$ cat src/rtl/cid_pkg.sv
package cid_pkg;

    // Per-cycle control from the sequencer to the datapath
    typedef struct packed {
        logic take;       // a modulator sample is accepted this cycle
        logic phase_end;  // accepted sample is the last of its phase
        logic conv_end;   // ... and that phase is the last of the conversion
        logic invert;     // current phase carries negated signal polarity
    } cid_step_t;

    // Integrator width that can hold the worst-case cascade value
    function automatic int acc_width(input int osr, input int order);
        return order * $clog2(osr) + 1;
    endfunction

endpackage

$ cat src/rtl/cid_seq.sv
module cid_seq
    import cid_pkg::*;
#(
    parameter int OSR   = 64,
    parameter int NTAPS = 4
) (
    input  logic      clk,
    input  logic      rst,
    input  logic      start,
    input  logic      mod_valid,
    output logic      launch,
    output cid_step_t step,
    output logic      busy,
    output logic      sys_chop,
    output logic      done,
    output logic      sleep_req
);
    localparam int CNT_W = $clog2(OSR);
    localparam int PH_W  = $clog2(NTAPS);

    logic [CNT_W-1:0] cnt_q;
    logic [PH_W-1:0]  ph_q;
    logic             busy_q, chop_q, done_q, sleep_q;

    always_comb begin
        launch         = start && !busy_q;
        step.take      = busy_q && mod_valid;
        step.phase_end = step.take && (cnt_q == CNT_W'(OSR - 1));
        step.conv_end  = step.phase_end && (ph_q == PH_W'(NTAPS - 1));
        step.invert    = chop_q;
    end

    always_ff @(posedge clk) begin
        if (rst) begin
            cnt_q   <= '0;
            ph_q    <= '0;
            busy_q  <= 1'b0;
            chop_q  <= 1'b0;
            done_q  <= 1'b0;
            sleep_q <= 1'b0;
        end else begin
            done_q <= 1'b0;
            if (launch) begin
                busy_q  <= 1'b1;
                cnt_q   <= '0;
                ph_q    <= '0;
                chop_q  <= 1'b0;
                sleep_q <= 1'b0;
            end else if (step.take) begin
                if (step.phase_end) begin
                    cnt_q  <= '0;
                    chop_q <= !chop_q;
                    if (step.conv_end) begin
                        busy_q  <= 1'b0;
                        ph_q    <= '0;
                        done_q  <= 1'b1;
                        sleep_q <= 1'b1;
                    end else begin
                        ph_q <= ph_q + 1'b1;
                    end
                end else begin
                    cnt_q <= cnt_q + 1'b1;
                end
            end
        end
    end

    assign busy      = busy_q;
    assign sys_chop  = chop_q;
    assign done      = done_q;
    assign sleep_req = sleep_q;

endmodule

$ cat src/rtl/cid_sinc3.sv
module cid_sinc3 #(
    parameter int ORDER = 3,
    parameter int ACC_W = 19
) (
    input  logic                    clk,
    input  logic                    rst,
    input  logic                    launch,
    input  logic                    take,
    input  logic                    phase_end,
    input  logic                    mod_bit,
    output logic signed [ACC_W-1:0] phase_val
);
    logic signed [ACC_W-1:0] x;
    logic signed [ACC_W-1:0] acc_q [ORDER];
    logic signed [ACC_W-1:0] acc_d [ORDER];

    // Cascade of integrators; comb registers are empty at the single
    // per-phase output, so the sinc3 value is the last integrator.
    always_comb begin
        x        = mod_bit ? ACC_W'(1) : '1;
        acc_d[0] = acc_q[0] + x;
        for (int s = 1; s < ORDER; s++) begin
            acc_d[s] = acc_q[s] + acc_d[s-1];
        end
    end

    always_ff @(posedge clk) begin
        for (int s = 0; s < ORDER; s++) begin
            if (rst || launch) begin
                acc_q[s] <= '0;
            end else if (take) begin
                acc_q[s] <= phase_end ? '0 : acc_d[s];
            end
        end
    end

    assign phase_val = acc_d[ORDER-1];

endmodule

$ cat src/rtl/cid_chopavg.sv
module cid_chopavg
    import cid_pkg::*;
#(
    parameter int ACC_W = 19,
    parameter int NTAPS = 4,
    parameter int OUT_W = 18
) (
    input  logic                    clk,
    input  logic                    rst,
    input  logic                    launch,
    input  cid_step_t               step,
    input  logic signed [ACC_W-1:0] phase_val,
    output logic signed [OUT_W-1:0] result
);
    localparam int SH    = $clog2(NTAPS);
    localparam int SUM_W = ACC_W + SH + 1;
    localparam logic signed [SUM_W-1:0] HALF = SUM_W'(NTAPS / 2);
    localparam logic signed [SUM_W-1:0] MAXV = SUM_W'(2 ** (OUT_W - 1) - 1);
    localparam logic signed [SUM_W-1:0] MINV = -MAXV - SUM_W'(1);

    logic signed [SUM_W-1:0] ext, term, sum_q, sum_d, rounded;
    logic signed [OUT_W-1:0] clamped, result_q;

    always_comb begin
        ext     = {{(SUM_W - ACC_W){phase_val[ACC_W-1]}}, phase_val};
        term    = step.invert ? -ext : ext;
        sum_d   = sum_q + term;
        rounded = (sum_d + HALF) >>> SH;
        if (rounded > MAXV) begin
            clamped = MAXV[OUT_W-1:0];
        end else if (rounded < MINV) begin
            clamped = MINV[OUT_W-1:0];
        end else begin
            clamped = rounded[OUT_W-1:0];
        end
    end

    always_ff @(posedge clk) begin
        if (rst) begin
            sum_q    <= '0;
            result_q <= '0;
        end else if (launch) begin
            sum_q <= '0;
        end else if (step.take && step.phase_end) begin
            sum_q <= step.conv_end ? '0 : sum_d;
            if (step.conv_end) begin
                result_q <= clamped;
            end
        end
    end

    assign result = result_q;

endmodule

$ cat src/rtl/chopped_incr_decim.sv
module chopped_incr_decim
    import cid_pkg::*;
#(
    parameter int OSR   = 64,
    parameter int NTAPS = 4,
    parameter int OUT_W = 18
) (
    input  logic                    clk,
    input  logic                    rst,
    input  logic                    start,
    input  logic                    mod_bit,
    input  logic                    mod_valid,
    output logic                    sys_chop,
    output logic                    busy,
    output logic                    done,
    output logic                    sleep_req,
    output logic signed [OUT_W-1:0] result
);
    localparam int ORDER = 3;
    localparam int ACC_W = acc_width(OSR, ORDER);

    cid_step_t               step;
    logic                    launch;
    logic signed [ACC_W-1:0] phase_val;

    cid_seq #(.OSR(OSR), .NTAPS(NTAPS)) u_seq (
        .clk       (clk),
        .rst       (rst),
        .start     (start),
        .mod_valid (mod_valid),
        .launch    (launch),
        .step      (step),
        .busy      (busy),
        .sys_chop  (sys_chop),
        .done      (done),
        .sleep_req (sleep_req)
    );

    cid_sinc3 #(.ORDER(ORDER), .ACC_W(ACC_W)) u_sinc (
        .clk       (clk),
        .rst       (rst),
        .launch    (launch),
        .take      (step.take),
        .phase_end (step.phase_end),
        .mod_bit   (mod_bit),
        .phase_val (phase_val)
    );

    cid_chopavg #(.ACC_W(ACC_W), .NTAPS(NTAPS), .OUT_W(OUT_W)) u_avg (
        .clk       (clk),
        .rst       (rst),
        .launch    (launch),
        .step      (step),
        .phase_val (phase_val),
        .result    (result)
    );

endmodule

$ cat config.mk
export PLATFORM = sky130hd
export DESIGN_NAME = chopped_incr_decim
export DESIGN_NICKNAME = d
export VERILOG_FILES = /design/src/rtl/cid_pkg.sv /design/src/rtl/cid_seq.sv /design/src/rtl/cid_sinc3.sv /design/src/rtl/cid_chopavg.sv /design/src/rtl/chopped_incr_decim.sv
export SDC_FILE = /design/constraint.sdc
export NUM_CORES = 1
export LEC_CHECK = 0
export BUFFER_PORTS_ARGS = -buffer_cell sky130_fd_sc_hd__buf_2
export CORE_UTILIZATION = 45
export CTS_CLUSTER_SIZE = 8
export DETAILED_ROUTE_END_ITERATION = 16
export GPL_ROUTABILITY_DRIVEN = 0
export SYNTH_ARGS = -nofsm -noshare
export SYNTH_HDL_FRONTEND = slang
export SYNTH_HIERARCHICAL = 1
export SYNTH_SLANG_ARGS = --single-unit
export TNS_END_PERCENT = 1
$ cat constraint.sdc
create_clock -name clk -period 10.2 [get_ports clk]
set_input_delay 0 -clock clk [delete_from_list [all_inputs] [get_ports clk]]
set_output_delay 0 -clock clk [all_outputs]
set_load 0.03 [all_outputs]
Word level (Yosys, flattened, before mapping)
Memory sizes are Yosys's and may differ from the RTL's.
Index checks and enable logic that the tools add are counted.
W data, S select, Z words.
{"block": "totals", "regBits": 52, "latch_bits": 0, "mem_bits_rw": 57, "rom_bits": 0, "out_inout_bits": 22, "n_memories": 1}
{"memory": "u_sinc.acc_q", "words": 3, "width": 19, "rd": 3, "rd_ports_with_merged_regs": 0, "write_ports": 3, "line_no": "cid_sinc3.sv:14", "rtl": "logic signed [ACC_W-1:0] acc_q [ORDER];"}
{"block": "classes", "add_sub_neg": 8, "n_mul": 0, "n_div": 0, "magnitude_cmp": 2, "n_eq_ne": 2, "shifts": 0, "mux": 23, "bitwise": 6, "n_reduce_logical": 17}
{"op": "$mux W19", "count": 7}
{"op": "$add A19 B19 Y19", "count": 3}
{"op": "$mux W22", "count": 2}
{"op": "$mux W18", "count": 2}
{"op": "$add A22 B22 Y22", "count": 1}
{"op": "$add A22 B3 Y22 const B", "count": 1}
{"op": "$neg A19 Y22", "count": 1}
{"op": "$gt A20 B18 Y1 const B", "count": 1}
{"op": "$lt A20 B18 Y1 const B", "count": 1}
{"op": "$mux W1", "count": 10}
{"op": "$reduce_and A3 Y1", "count": 3}
{"op": "$add A6 B1 Y6 const B", "count": 1}
{"op": "$eq A6 B6 Y1 const B", "count": 1}
{"op": "$mux W6", "count": 1}
{"op": "$reduce_bool A2 Y1", "count": 3}
{"op": "$logic_and A1 B1 Y1", "count": 5}
{"op": "$reduce_or A4 Y1", "count": 1}
{"op": "$not A1 Y1", "count": 3}
{"op": "$or A1 B1 Y1", "count": 3}
{"op": "$add A2 B1 Y2 const B", "count": 1}
{"op": "$eq A2 B2 Y1 const B", "count": 1}
{"op": "$logic_not A1 Y1", "count": 2}
{"op": "$mux W2", "count": 1}
{"op": "$reduce_and A2 Y1", "count": 1}
{"op": "2 further kinds", "count": 2}

Depth between registers and ports, before layout
{"block": "logic_depth", "word_depth": 11, "ltp_mapped": 40}

By module
The synthesis kept the hierarchy.
{"module": "cid_sinc3", "n_inst": 1, "cells_per_inst": 484, "area_per_inst_um2": 4883.4}
{"module": "cid_chopavg", "n_inst": 1, "cells_per_inst": 467, "area_per_inst_um2": 3698.5}
{"module": "cid_seq", "n_inst": 1, "cells_per_inst": 64, "area_per_inst_um2": 545.5}

Worst setup path before layout
No wires, ideal clock.
{"block": "synth_timing", "kind": "register -> register", "startpoint": "memory u_sinc.acc_q[0][1]", "endpoint": "register u_avg.result_q[2], in the netlist u_avg/result[2]", "setup_time_ns": 0.133, "t_arrival_ns": 7.757, "required_ns": 10.067, "path_slack_ns": 2.311, "stages_incl_launch_ff": 36, "path_buffers": 3, "synth_period_minus_slack_ns": 7.889, "path_cell_list": "edfxtp_1 ha_1 a21o_1 a21oi_1 o21ai_0 a21oi_1 xnor2_1 ha_1 o21a_1 o21ai_0 a21oi_1 o41a_1 a31o_1 xor2_1 ha_1 a211oi_1 nand2_1 a2111oi_2 o31a_1 xnor2_1 buf_4 or4_1 o21ai_0 xnor2_1 ha_1 clkbuf_1 inv_1 or3_1 o211ai_1 xnor2_1 nor4b_1 nand2_1 and3_1 nor4_4 buf_2 o32ai_1"}
{"element": "from (decl)", "line_no": "cid_sinc3.sv:14"}
{"element": "to (signal assigned)", "line_no": "cid_chopavg.sv:47", "rtl": "result_q <= clamped;"}
{"element": "to (decl)", "line_no": "cid_chopavg.sv:22", "rtl": "logic signed [OUT_W-1:0] clamped, result_q;"}

==> impl_metrics.toml <==
[outcome]
status = "completed"

[pwr]
p_leak_nw = 3.93
ir_drop_mv = 0.158
powerDensity_nw_per_um2 = 262

[clock_network]
cts_tree = "built"
cts_resized = 0
cts_hold_buf = 2
insertion_delay_ps = 360
post_cts_buffers = 0
cts.sinks = 109
cts_buffers = 9
cts.clk_slew.worst_paths_ps = 70
clockBufferDepth = 2
cts-root-buf = "clkbuf_16"
cts_max_level = 3

[setup_path]
crit_slowest_cell = "or4_1"
critPathMaxFanout = 9
path_class = "reg2reg"
r2r_slack_ps = 1310
end_kind = "flop"
r2r_start = "u_sinc/acc_q[0][0]"
worstSetupStartpointType = "flop"
critPathRequiredTime_ps = 10430
reg2reg_to = "u_avg/result[6]"
critPathMaxStageDelay_ps = 550
r2r_cells = 36
arrival_ps = 9120

[yosys]
yosys.area.top_type = "edfxtp_1"
synth_edf_count = 57
syn_avg_cell_area_um2 = 8.99
synthArstFlopShare_pct = 0
yosysSeqAreaShare_pct = 30.2
postSynthCellCount = 1015
synth_top_area_share_pct = 18.8
ys_top_cells_by_area = "edfxtp_1, dfxtp_1, ha_1, xnor2_1, nor2_1"
synthDistinctLibCells = 90
syn-cell-area_um2 = 9130
synth_warnings = 6
synth_ff_type = "edfxtp_1"
synth_seq_cells = 109
synth_fp_nets = 1104

[die]
num_rows = 51
ios = 27
fp.dieW_um = 144
die-height_um = 144
die_area_um2 = 20900
coreArea_um2 = 19700
initial_core_util_pct = 46.4

[drt]
drt_iter0_drc = 387
viasPerCell = 5.56
drc_errors = 0
first_pass_iters = 5
wire_per_inst_um = 15.9
num_vias = 7104
finalWirelength_mm = 20.3
ant_nets = 0

[global_routing]
grt_max_degree = 58
grt_util_met2_pct = 34.6
use_met3_pct = 2.02
use_met1_pct = 27.0
first_global_vias = 6710
grt_busiest_layer = "met2"
grt_antenna_before_repair = 0
grtUsageTotal_pct = 20.5
grt.overflow.total = 0
grt_first_pass_wirelength_mm = 33.3

[timing]
worst_pin_slew_ps = 871
setup_violations = 0
hold_viol = 0
finalSetupTns_ps = 0
layout_min_cycle_time_ps = 8890
rsz0062_at_grt = "false"
fin_skew_ps = 6.39
slew_headroom_pct = 41.8
period_share_pct = 87.1
drv_slew = 0
fmaxAchievable_mhz = 113

[hold_path]
min_to = "u_avg/result[0]"
hp-class = "in2reg"
min_path_cells = 3
min_from = "rst"

[run]
maxCapViolations = 0

[place]
port_buffers = 26
post-dp-hpwl_mm = 15.1
place_area_um2 = 9360

[finish]
drive_gt1_share_pct = 8.79
fin_nets = 1096
area_delta_synth_final_pct = 6.25
final_area_um2 = 9700
diodes = 0
where the power goes:
group	leakage, nW	switching [W]	internal [W]	total, W
Sequential	1.05	0.00000820	0.000486	0.000494
Clock	0.158	0.000171	0.000203	0.000374
Combinational	2.73	0.00102	0.000654	0.00168
Total	3.93	0.00120	0.00134	0.00254
flip-flops by register name (all words and copies together), names as in the netlist:
register and cells:
u_avg/result 18, u_avg/sum_q 22, u_seq/busy 1, u_seq/cnt_q 6, u_seq/done 1, u_seq/ph_q 2, u_seq/sleep_req 1, u_seq/sys_chop 1
u_sinc/acc_q 57
stage by stage:
stage	util, %	hold slack [ps]	power, W	setup slack [ps]	std cells
global placement	47.6	282	0.00216	1470	1259
floorplan	-	79.3	0.00194	2310	1015
finish	49.3	160	0.00254	1310	1277
global route	49.3	213	0.00275	657	1277
CTS	49.3	154	0.00255	1370	1277
detailed placement	47.6	285	0.00216	1360	1259
cells in the mapped netlist, types with 20 or more instances:
| cell type | number |
|---|---|
| nor2_1 | 94 |
| ha_1 | 80 |
| xnor2_1 | 71 |
| a21oi_1 | 61 |
| edfxtp_1 | 57 |
| dfxtp_1 | 52 |
| and2_1 | 51 |
| nand2_1 | 50 |
| inv_1 | 43 |
| o21ai_0 | 39 |
| xor2_1 | 29 |
| or3_1 | 28 |
| clkbuf_1 | 27 |
| a21o_1 | 24 |
| a22oi_1 | 20 |
| buf_4 | 20 |
cell type report:
cell class | instances | area, um2
tap | 265 | 332
sequential | 109 | 2750
timing repair buffer | 35 | 203
clock inverter | 3 | 22.5
multi-input combinational | 809 | 5940
fill | 1975 | 9960
clock buffer | 13 | 292
inverter | 43 | 161
cells by family (layout without fill, tap and decap cells):
| family | after synthesis | after routing | share of synthesized area (%) |
|---|---|---|---|
| AO/OA/AOI/OAI | 272 | 272 | 21.7 |
| XOR/XNOR | 104 | 104 | 10.4 |
| flip-flops | 109 | 109 | 30.2 |
| buffers and inverters | 97 | 94 | 4.98 |
| AND/OR/NAND/NOR | 343 | 343 | 20.2 |
| adder cells (fa/ha/maj) | 84 | 84 | 11.8 |
| multiplexers | 6 | 6 | 0.658 |
worst max-delay path by stage:
stage,slack (ps),cells after the start,start,to
floorplan,2310,35,u_sinc/acc_q[0][1],u_avg/result[2]
global placement,1470,36,mod_bit,u_avg/result[4]
detailed placement,1360,36,mod_bit,u_avg/result[6]
CTS,1370,36,u_sinc/acc_q[0][0],u_avg/result[6]
global route,660,36,u_sinc/acc_q[0][0],u_avg/result[3]
finish,1310,36,u_sinc/acc_q[0][0],u_avg/result[6]
layer usage:
metal	vias up	routed length, um
met5	-	0
met2	73	9550
met3	24	394
li1	3701	-
met4	0	360
met1	3306	10000
placed cells by master (no fill, tap or decap), types with 6 or more instances in the layout:
master and n:
nor2_1 93, dfxtp_1 52, xor2_1 29, buf_2 26
o31ai_1 6, or3_1 27, ha_1 80, nand4_1 8
o21ai_1 7, o21ai_0 39, o32ai_1 16, nor3_1 16
o31a_1 6, nand2b_1 19, a21o_1 24, a21oi_1 61
nand2_1 50, o21a_1 12, mux2i_1 6, a31oi_1 12
a22oi_1 20, and2_1 51, edfxtp_1 57, nor2b_1 8
a211oi_1 8, clkbuf_16 10, nand3_1 18, inv_1 43
xnor2_1 71, nor4_1 6, buf_4 7
worst max-delay path, delay by kind of cell, from the launching register on:
family,cells,cell delay [ps]
flops,1,400
simple gates,15,4070
xor+xnor,4,690
compound gates,10,1670
buf+inv,3,490
fa+ha+maj,4,1420
Power figures use the tool's default switching activity.
